==> src/rtl/fl_pkg.sv <==
package fl_pkg;

    typedef enum logic [1:0] {
        FL_MANUAL_FULL = 2'd0,
        FL_TIMED_FULL  = 2'd1,
        FL_MANUAL_QTR  = 2'd2,
        FL_TIMED_QTR   = 2'd3
    } fl_mode_e;

    typedef struct packed {
        logic     enable;
        logic     quarter;
        logic     timed;
        logic     sel;
        fl_mode_e mode;
    } fl_cfg_t;

    typedef struct packed {
        logic gain4x;
        logic div_q;
        logic gpo_lvl;
        logic gpo_oe;
    } fl_out_t;

    function automatic fl_out_t fl_drive(input fl_cfg_t cfg, input logic hg, input logic go);
        fl_out_t o;
        if (!cfg.enable) begin
            o.gain4x  = go;
            o.div_q   = 1'b0;
            o.gpo_lvl = cfg.sel;
            o.gpo_oe  = 1'b1;
        end else if (hg) begin
            o.gain4x  = 1'b1;
            o.div_q   = cfg.quarter;
            o.gpo_lvl = 1'b0;
            o.gpo_oe  = 1'b1;
        end else begin
            o.gain4x  = 1'b0;
            o.div_q   = 1'b0;
            o.gpo_lvl = 1'b0;
            o.gpo_oe  = 1'b0;
        end
        return o;
    endfunction

endpackage

==> src/rtl/fl_mode_decode.sv <==
module fl_mode_decode
    import fl_pkg::*;
(
    input  logic    en,
    input  logic    sel,
    input  logic    tmo,
    output fl_cfg_t cfg
);
    always_comb begin
        cfg.enable  = en;
        cfg.sel     = sel;
        cfg.quarter = en & sel;
        cfg.timed   = en & tmo;
        cfg.mode    = fl_mode_e'({sel, tmo});
    end
endmodule

==> src/rtl/fl_timeout_ctr.sv <==
module fl_timeout_ctr #(
    parameter int CODE_W = 4,
    parameter int STEP   = 4,
    parameter int BIAS   = 3
) (
    input  logic              clk,
    input  logic              rst,
    input  logic              clear,
    input  logic              load,
    input  logic              strobe,
    input  logic [CODE_W-1:0] code,
    output logic              expire,
    output logic              running
);
    localparam int MAXLEN = STEP * ((1 << CODE_W) - 1) + BIAS;
    localparam int CNT_W  = $clog2(MAXLEN + 1);

    logic [CNT_W-1:0] cnt;

    function automatic logic [CNT_W-1:0] span(input logic [CODE_W-1:0] c);
        return CNT_W'(STEP * int'(c) + BIAS);
    endfunction

    assign expire = running & strobe & (cnt == CNT_W'(1));

    always_ff @(posedge clk) begin
        if (rst || clear) begin
            cnt     <= '0;
            running <= 1'b0;
        end else if (load) begin
            cnt     <= span(code);
            running <= 1'b1;
        end else if (running && strobe) begin
            cnt <= cnt - CNT_W'(1);
            if (cnt == CNT_W'(1)) running <= 1'b0;
        end
    end
endmodule

==> src/rtl/fl_gain_ctl.sv <==
module fl_gain_ctl
    import fl_pkg::*;
(
    input  logic    clk,
    input  logic    rst,
    input  logic    flush,
    input  fl_cfg_t cfg,
    input  logic    go,
    input  logic    strobe,
    input  logic    expire,
    output logic    go_rise,
    output logic    tmr_clear,
    output logic    go_clear,
    output fl_out_t outs
);
    logic go_q;
    logic hg;
    logic sw_exit;

    assign go_rise   = go & ~go_q & ~flush;
    assign sw_exit   = hg & strobe & ~go;
    assign tmr_clear = flush | ~cfg.timed | sw_exit;

    always_ff @(posedge clk) begin
        if (rst) go_q <= 1'b0;
        else     go_q <= go;
    end

    always_ff @(posedge clk) begin
        if (rst || flush || !cfg.enable)       hg <= 1'b0;
        else if (go_rise)                       hg <= 1'b1;
        else if (strobe && (expire || !go))     hg <= 1'b0;
    end

    always_ff @(posedge clk) begin
        if (rst) go_clear <= 1'b0;
        else     go_clear <= expire & cfg.timed & ~flush & ~go_rise;
    end

    assign outs = fl_drive(cfg, hg, go);
endmodule

==> src/rtl/fastlock_ctrl.sv <==
module fastlock_ctrl
    import fl_pkg::*;
#(
    parameter int CODE_W = 4,
    parameter int STEP   = 4,
    parameter int BIAS   = 3
) (
    input  logic              clk,
    input  logic              rst,
    input  logic              fl_enable,
    input  logic              fl_select,
    input  logic              tmo_enable,
    input  logic [CODE_W-1:0] tmo_code,
    input  logic              go_bit,
    input  logic              pd_strobe,
    input  logic              pwrdn_rst,
    output logic              cp_gain_4x,
    output logic              div_by4_req,
    output logic              gpo_level,
    output logic              gpo_oe,
    output logic              go_clear
);
    fl_cfg_t cfg;
    fl_out_t outs;
    logic    go_rise;
    logic    tmr_clear;
    logic    expire;
    logic    running;

    fl_mode_decode u_dec (
        .en  (fl_enable),
        .sel (fl_select),
        .tmo (tmo_enable),
        .cfg (cfg)
    );

    fl_timeout_ctr #(.CODE_W(CODE_W), .STEP(STEP), .BIAS(BIAS)) u_tmr (
        .clk     (clk),
        .rst     (rst),
        .clear   (tmr_clear),
        .load    (go_rise & cfg.timed),
        .strobe  (pd_strobe),
        .code    (tmo_code),
        .expire  (expire),
        .running (running)
    );

    fl_gain_ctl u_ctl (
        .clk       (clk),
        .rst       (rst),
        .flush     (pwrdn_rst),
        .cfg       (cfg),
        .go        (go_bit),
        .strobe    (pd_strobe),
        .expire    (expire & running),
        .go_rise   (go_rise),
        .tmr_clear (tmr_clear),
        .go_clear  (go_clear),
        .outs      (outs)
    );

    assign cp_gain_4x  = outs.gain4x;
    assign div_by4_req = outs.div_q;
    assign gpo_level   = outs.gpo_lvl;
    assign gpo_oe      = outs.gpo_oe;
endmodule

==> config.mk <==
export PLATFORM = sky130hd
export DESIGN_NAME = fastlock_ctrl
export DESIGN_NICKNAME = d
export VERILOG_FILES = /design/src/rtl/fl_pkg.sv /design/src/rtl/fl_mode_decode.sv /design/src/rtl/fl_timeout_ctr.sv /design/src/rtl/fl_gain_ctl.sv /design/src/rtl/fastlock_ctrl.sv
export SDC_FILE = /design/constraint.sdc
export NUM_CORES = 1
export LEC_CHECK = 0
export BUFFER_PORTS_ARGS = -buffer_cell sky130_fd_sc_hd__buf_2
export CAP_MARGIN = 30
export CELL_PAD_IN_SITES_DETAIL_PLACEMENT = 2
export CELL_PAD_IN_SITES_GLOBAL_PLACEMENT = 2
export CORE_UTILIZATION = 27
export DETAILED_ROUTE_END_ITERATION = 12
export PLACE_DENSITY_LB_ADDON = 0.1
export SYNTH_ARGS = -nofsm -noshare
export SYNTH_HDL_FRONTEND = slang
export SYNTH_SLANG_ARGS = --single-unit
==> constraint.sdc <==
create_clock -name clk -period 1.6 [get_ports clk]
set_input_delay 0.24 -clock clk [delete_from_list [all_inputs] [get_ports clk]]
set_output_delay 0.24 -clock clk [all_outputs]
set_load 0.01 [all_outputs]
==> summary.md, run 1 <==
| Metric | Value |
|---|---|
| Final setup TNS | 0 ns |
| First-pass GRT wire length | 2360 um |
| Layout cells sized above 1 | 0.342 |
| Synth async-reset ratio | 0 |
| Arr. time, crit path | 1.63 ns |
| Sequential cell area | 200 um2 |
| CTS root buffer | clkbuf_4 |
| Internal | 0.362 mW |
| NetSw | 0.115 mW |
| RD Place Congestion | 0.720 |
| Final setup violating endpoints | 0 |
| Via count | 530 |
| CTS buffer count | 3 |
| CP Launch Type | register |
| Area growth, synth to finish | 26.6% |
| Final WL | 1460 um |
| Synth cell types | 30 |
| Max-capacitance violation count | 0 |
| Antenna violations before repair | 0 |
| Final hold violation count | 0 |
| Vias per cell | 5.10 |
| Final min period | 1.46 ns |
| Synthesized flop and latch total | 10 |
| Area of the multi-input gates | 328 um2 |
| Clock Skews | 0.00416 ns |
| Final Max Tran Viols | 0 |
| # H-tree levels | 1 |
| Post-Synthesis Cells | 60 |
| First DRT Iteration DRCs | 1 |
| Most used DFF post-synth | dfxtp_1 |
| Worst endpoint required time | 1.77 ns |
| Sequential share of power | 0.531 |
| Setup crit end kind | register |
| Grt ovf | 0 |
| Worst-path clk slew | 0.07 ns |
| Post-DRT Antenna Nets | 0 |
| Die Width | 46.7 um |
| Die Y | 46.7 um |
| Max clock buf depth | 2 |
| Fillers | 217 |
| Worst r2r path cells | 5 |
| Die area | 2180 um2 |
| Worst vdd ir | 0.351 mV |
| Tot GR Track Use | 0.156 |
| Post-synth EDFFs | 0 |
| WS Path Type | register to register |
| Unrepaired setup endpoints after global routing | no |
| Slew margin rel. | 0.597 |
| Slew @ Worst Pin | 0.601 ns |
| Area contributors post-synth | dfxtp_1, a311oi_1, ha_1, o21ai_0, nor3_1 |
| Worst Path Max Fanout | 3 |
| PortBufs | 16 |
| Fmax | 686 MHz |
| CTS sink count | 10 |
| Power density cells | 697 nW/um2 |
| Status | complete, no violations |
| Row Count | 15 |
| Pre-CTS setup slack | 0.122 ns |
| Mapped Area | 541 um2 |
| Number of I/O pins | 17 |
| Worst hold stages | 2 |
| WL/cell | 14.0 um |
| Hpwl dp | 1180 um |
| DR pass1 iterations | 3 |
| Vias in the first global route | 523 |
| Gate power share | 0.105 |
| Area leader, netlist | dfxtp_1 |
| Hold crit path type | input pin to register |
| Synth Warn # | 0 |
| Net Sw Frac | 0.241 |
| Synth top area share | 0.370 |
| Clk_lat worst skew | 0.26 ns |
| CTS tree | done |
| Syn_area_per_cell | 9.01 um2 |
| Mapped Nets | 74 |
| Register area share after synthesis | 0.370 |
| Final #Nets | 95 |
| DRC Markers | 0 |
| Leak Pwr | 0.250 nW |
| Largest net degree at the start of global routing | 8 |
| Clock power share | 0.364 |
| Initial Utilization | 0.300 |
| Tcrit/Tclk final | 0.911 |
| Setup slack after layout | 0.142 ns |
| ANT cells | 0 |
| Core ar. | 1800 um2 |
flip-flops by register name, indices dropped and copies added (netlist names):
register        cells
u_tmr.cnt           6
u_ctl.go_clear      1
u_ctl.go_q          1
u_ctl.hg            1
u_tmr.running       1
layout by cell type, fill, tap and decap left out, types with 2 or more instances in the layout:
| cell | count |
|---|---|
| nor3_1 | 4 |
| a311oi_1 | 2 |
| or2_2 | 2 |
| a21oi_1 | 2 |
| buf_2 | 16 |
| clkbuf_4 | 3 |
| nand2_1 | 3 |
| or3_1 | 2 |
| ha_1 | 2 |
| a31oi_1 | 2 |
| o21ai_0 | 5 |
| nor2b_1 | 3 |
| dfxtp_1 | 10 |
| inv_1 | 4 |
timing repair:
| item | CTS | global route |
|---|---|---|
| gates resized for setup | 0 | 1 |
| endpoints found under the hold margin | 0 | 0 |
| endpoints found under the setup margin | 0 | 1 |
| buffers inserted | 0 | 0 |
| hold buffers | 0 | 0 |
worst paths after layout:
| path | from | endpoint | slack [ns] |
|---|---|---|---|
| max | u_tmr.cnt[0] | u_tmr.cnt[4] | 0.14 |
| min | rst | u_ctl.go_q | 0.17 |
| max reg2reg | u_tmr.cnt[0] | u_tmr.cnt[4] | 0.14 |
| min reg2reg | u_tmr.cnt[1] | u_tmr.cnt[1] | 0.51 |
cell usage after synthesis, drive strengths merged (2+ instances only):
master	number
or2	2
a311oi	3
nor3	4
a21oi	2
inv	4
o21ai	6
ha	2
dfxtp	10
nand2	3
or3	3
nor2b	3
a31oi	2
nand4bb	2
power by group through the flow:
stage	Sequential [mW]	Combinational, mW	Clock (mW)
2_1_floorplan	0.258	0.0214	0
3_3_place_gp	0.259	0.0496	0
3_5_place_dp	0.259	0.0500	0
4_1_cts	0.253	0.0505	0.177
5_1_grt	0.253	0.0561	0.193
6_report	0.253	0.0500	0.174
routing by layer:
layer | vias to the layer above | part of all wire | global-route usage | routed length [um]
li1 | 265 | - | - | -
met4 | 0 | 0.0082 | 0.0686 | 12
met1 | 248 | 0.51 | 0.224 | 750
met3 | 2 | 0.042 | 0.0346 | 61
met2 | 15 | 0.44 | 0.225 | 636
met5 | - | 0 | 0 | 0
logic make-up after synthesis:
logic type / count (synthesis) / synth area share
xor+xnor: 2 / 0.0324
mux: 1 / 0.0208
buf+inv: 5 / 0.0347
fa+ha+maj: 2 / 0.0463
simple gates: 25 / 0.322
compound gates: 15 / 0.174
flops: 10 / 0.370
worst max-delay path, stage by stage, from the launching register on:
cell and delay, ns:
dfxtp_1 0.33, inv_1 0.09, ha_1 0.17, nand3_1 0.13, or4_1 0.45, a311oi_2 0.22
per-stage QoR:
stage	hold WS, ns	std cells	instance area (um2)	util	total power, mW
2_1_floorplan	0.312	60	541	-	0.280
3_3_place_gp	0.435	101	656	0.364	0.308
3_5_place_dp	0.442	101	656	0.364	0.309
4_1_cts	0.165	104	678	0.376	0.481
5_1_grt	0.170	104	684	0.380	0.502
6_report	0.169	104	684	0.380	0.477
final cells by class:
cell class | count | area share
repair buffers | 17 | 0.128
well taps | 25 | 0.0457
clock buffers | 3 | 0.0329
multi-input cells | 45 | 0.479
inverters | 4 | 0.0219
flip-flops and latches | 10 | 0.293
(Power assumes the default switching activity.)
==> run 2, diff against run 1 <==
--- a/config.mk
+++ b/config.mk
@@ -5,11 +5,12 @@
 export SDC_FILE = /design/constraint.sdc
 export NUM_CORES = 1
 export LEC_CHECK = 0
+export ABC_AREA = 1
 export BUFFER_PORTS_ARGS = -buffer_cell sky130_fd_sc_hd__buf_2
 export CAP_MARGIN = 30
 export CELL_PAD_IN_SITES_DETAIL_PLACEMENT = 2
 export CELL_PAD_IN_SITES_GLOBAL_PLACEMENT = 2
-export CORE_UTILIZATION = 27
+export CORE_UTILIZATION = 26
 export DETAILED_ROUTE_END_ITERATION = 12
 export PLACE_DENSITY_LB_ADDON = 0.1
 export SYNTH_ARGS = -nofsm -noshare
==> constraint.sdc (replaced) <==
create_clock -name clk -period 1.55 [get_ports clk]
set_input_delay 0.2325 -clock clk [delete_from_list [all_inputs] [get_ports clk]]
set_output_delay 0.2325 -clock clk [all_outputs]
set_load 0.01 [all_outputs]
==> run 2 against run 1 <==
Die area grew 21%. Synthesized area rose by 17%. Synthesized cell count increased by 60%. Setup slack better by 0.13 ns. Clock skew is 0.0054 ns higher. Global-route usage rose by 1.8 points. Routed wire length is 32% higher. Utilization shrank 3.6 points. Via count up 25%. Sequential power rose by 3%. Count of clock-buffer cells in the layout grew 1. First-iteration DRC count shrank 100%. Largest cell class unchanged.
==> summary.md, run 2 <==
| Metric | Value |
|---|---|
| Tcrit/Tclk final | 0.826 (was 0.911) |
| Buf/Inv on CP | 1 (unchanged) |
| Setup crit end kind | register (unchanged) |
| CTS sink count | 10 (unchanged) |
| Reg-to-reg startpoint | u_ctl.go_q (was u_tmr.cnt[0]) |
| Most frequent cells after synthesis | nand2_1, inv_1, nor2_1, dfxtp_1, nand3_1 (was dfxtp_1, o21ai_0, inv_1, nor3_1) |
| DP Area | 738 um2 (was 656 um2) |
| Final setup violating endpoints | 0 (unchanged) |
| RD Place Congestion | 0.809 (was 0.720) |
| Worst r2r path cells | 6 (was 5) |
| Die Width | 51.4 um (was 46.7 um) |
| First-pass GRT wire length | 3260 um (was 2360 um) |
| Final WL | 1930 um (was 1460 um) |
| Slew @ Worst Pin | 0.267 ns (was 0.601 ns) |
| Worst Path Max Fanout | 11 (was 3) |
| Row Count | 17 (was 15) |
| Hold crit path type | input pin to register (unchanged) |
| PortBufs | 16 (unchanged) |
| GR met2 Demand/Resource | 0.236 (was 0.225) |
| Worst vdd ir | 0.371 mV (was 0.351 mV) |
| Setup slack after layout | 0.269 ns (was 0.142 ns) |
| CP cell instances | nor2_4, nand2_2, nand2_1, nor2_1, o21ai_1, inv_1 (was inv_1, ha_1, nand3_1, or4_1, a311oi_2) |
| Crit. path cell count | 6 (was 5) |
| Final Max Tran Viols | 0 (unchanged) |
| Final #Nets | 130 (was 95) |
| Reg2reg setup slack | 0.27 ns (was 0.14 ns) |
| Worst endpoint required time | 1.72 ns (was 1.77 ns) |
| Most used DFF post-synth | dfxtp_1 (unchanged) |
| Arr. time, crit path | 1.45 ns (was 1.63 ns) |
| Antenna violations before repair | 0 (unchanged) |
| CTS tree | done (unchanged) |
| Busiest grt layer | met1 (was met2) |
| Grt met1 use | 0.252 (was 0.224) |
| GRT met3 Usage | 0.0536 (was 0.0346) |
| Reg2Reg Capture Point | u_tmr.cnt[2] (was u_tmr.cnt[4]) |
| Post-synth EDFFs | 0 (unchanged) |
| Area leader, netlist | dfxtp_1 (unchanged) |
| # H-tree levels | 1 (unchanged) |
| Die area | 2640 um2 (was 2180 um2) |
| Die Y | 51.4 um (was 46.7 um) |
| Post-CTS setup buffers | 0 (unchanged) |
| Final std cell area, no fill | 774 um2 (was 684 um2) |
| Synth Warn # | 0 (unchanged) |
| Layout cells sized above 1 | 0.243 (was 0.342) |
| Hold path start | rst (unchanged) |
| Register area share after synthesis | 0.316 (was 0.370) |
| Critical-path top delay cell | dfxtp_1 (was or4_1) |
| Max clock buf depth | 2 (unchanged) |
| WS Path Type | register to register (unchanged) |
| Sequential cell area | 200 um2 (unchanged) |
| Fmax | 781 MHz (was 686 MHz) |
| Via count | 661 (was 530) |
| Pre-CTS setup slack | 0.186 ns (was 0.122 ns) |
| CP endpoint | u_tmr.cnt[2] (was u_tmr.cnt[4]) |
| Post-Synthesis Cells | 96 (was 60) |
| Clk_lat worst skew | 0.28 ns (was 0.26 ns) |
| Synth cell types | 20 (was 30) |
| Hold bufs inserted after CTS | 0 (unchanged) |
| Final setup TNS | 0 ns (unchanged) |
| Worst path top cell family by delay | simple AND/OR/NAND/NOR gates (unchanged) |
| CTS buffer count | 3 (unchanged) |
| Crit path launch | u_ctl.go_q (was u_tmr.cnt[0]) |
| DR pass1 iterations | 1 (was 3) |
| Unrepaired setup endpoints after global routing | no (unchanged) |
| Clock Skews | 0.00957 ns (was 0.00416 ns) |
| Fin cells | 143 (was 104) |
| Tot GR Track Use | 0.174 (was 0.156) |
| Largest net degree at the start of global routing | 12 (was 8) |
| Max FFs per register | 6 (unchanged) |
| Number of I/O pins | 17 (unchanged) |
| CTS root buffer | clkbuf_4 (unchanged) |
| Syn_area_per_cell | 6.61 um2 (was 9.01 um2) |
| Vias per cell | 4.62 (was 5.10) |
| Synthesized flop and latch total | 10 (unchanged) |
| Max-capacitance violation count | 0 (unchanged) |
| First DRT Iteration DRCs | 0 (was 1) |
| Synth top area share | 0.316 (was 0.370) |
| Initial Utilization | 0.281 (was 0.300) |
| Final min period | 1.28 ns (was 1.46 ns) |
| Most frequent cells in the layout | nand2_1, buf_2, inv_1, nor2_1 (was buf_2, dfxtp_1, o21ai_0) |
| Core ar. | 2250 um2 (was 1800 um2) |
| Worst-path clk slew | 0.08 ns (was 0.07 ns) |
| CP Launch Type | register (unchanged) |
| Inst Count DP | 139 (was 101) |
| Mapped Area | 634 um2 (was 541 um2) |
| Area contributors post-synth | dfxtp_1, nand2_1, inv_1, nor2_1, nand3_1 (was dfxtp_1, a311oi_1, ha_1, o21ai_0, nor3_1) |
| Largest register by flop count | u_tmr.cnt (unchanged) |
| Count leader, synth | nand2_1 (was dfxtp_1) |
| Synth async-reset ratio | 0 (unchanged) |
| Fillers | 293 (was 217) |
| Grt ovf | 0 (unchanged) |
| WL/cell | 13.5 um (was 14.0 um) |
| ANT cells | 0 (unchanged) |
| Leak Pwr | 0.396 nW (was 0.250 nW) |
| DRC Markers | 0 (unchanged) |
| Power density cells | 741 nW/um2 (was 697 nW/um2) |
| Commonest non-fill, non-tap cell in the layout | nand2_1 (was buf_2) |
| Slew margin rel. | 0.821 (was 0.597) |
| Area of the multi-input gates | 367 um2 (was 328 um2) |
| Mapped Nets | 110 (was 74) |
| Status | complete, no violations (unchanged) |
| Hpwl dp | 1620 um (was 1180 um) |
| Vias in the first global route | 695 (was 523) |
| Area growth, synth to finish | 22.1% (was 26.6%) |
| Final hold violation count | 0 (unchanged) |
| Post-DRT Antenna Nets | 0 (unchanged) |
| Post_cts resized | 0 (unchanged) |
| Power Total | 0.574 mW (was 0.477 mW) |
| Slowest stage delay, CP | 0.33 ns (was 0.45 ns) |
## run 2: changes by cell type in the layout (fill, tap and decap cells not counted), moves of 3 or more
cell	before	now
inv_1	4	15
nand2_1	3	22
nand3_1	1	10
nand3_2	0	3
nor2_1	0	15
nor2b_1	3	0
nor3_1	4	1
## run 2: area by class of cell
| class | count | area share |
|---|---|---|
| clock buffers | 4 | 0.0468 |
| repair buffers | 16 | 0.103 |
| well taps | 28 | 0.0452 |
| inverters | 15 | 0.0727 |
| multi-input cells | 70 | 0.473 |
| flip-flops and latches | 10 | 0.258 |
## run 2: where the power goes
group | switching (mW) | leakage, nW | internal [mW]
Clock | 0.109 | 0.0210 | 0.143
Combinational | 0.0365 | 0.294 | 0.0237
Sequential | 0.00224 | 0.0809 | 0.259
## run 2: worst min path at each step
stage                      end  slack [ns]  cells after the start
finish              u_ctl.go_q        0.12                      2
global route        u_ctl.go_q        0.11                      2
floorplan           u_ctl.go_q        0.30                      1
CTS                 u_ctl.go_q        0.12                      2
global placement    u_ctl.go_q        0.43                      2
detailed placement  u_ctl.go_q        0.42                      2
## run 2: stage by stage
step / utilization / hold WS (ns)
2_1_floorplan: - / 0.305
3_3_place_gp: 0.327 / 0.426
3_5_place_dp: 0.327 / 0.422
4_1_cts: 0.344 / 0.119
5_1_grt: 0.344 / 0.115
6_report: 0.344 / 0.124
## run 2: cell families after synthesis
family	Yosys count	share of synthesized area
buf+inv	16	0.107
simple gates	58	0.444
flops	10	0.316
compound gates	9	0.0809
xor+xnor	1	0.0138
fa+ha+maj	2	0.0394
## run 2: routing by layer
layer | up-vias | part of all wire
met3 | 4 | 0.035
met4 | 0 | 0.011
met2 | 10 | 0.40
met1 | 305 | 0.55
li1 | 342 | -
met5 | - | 0
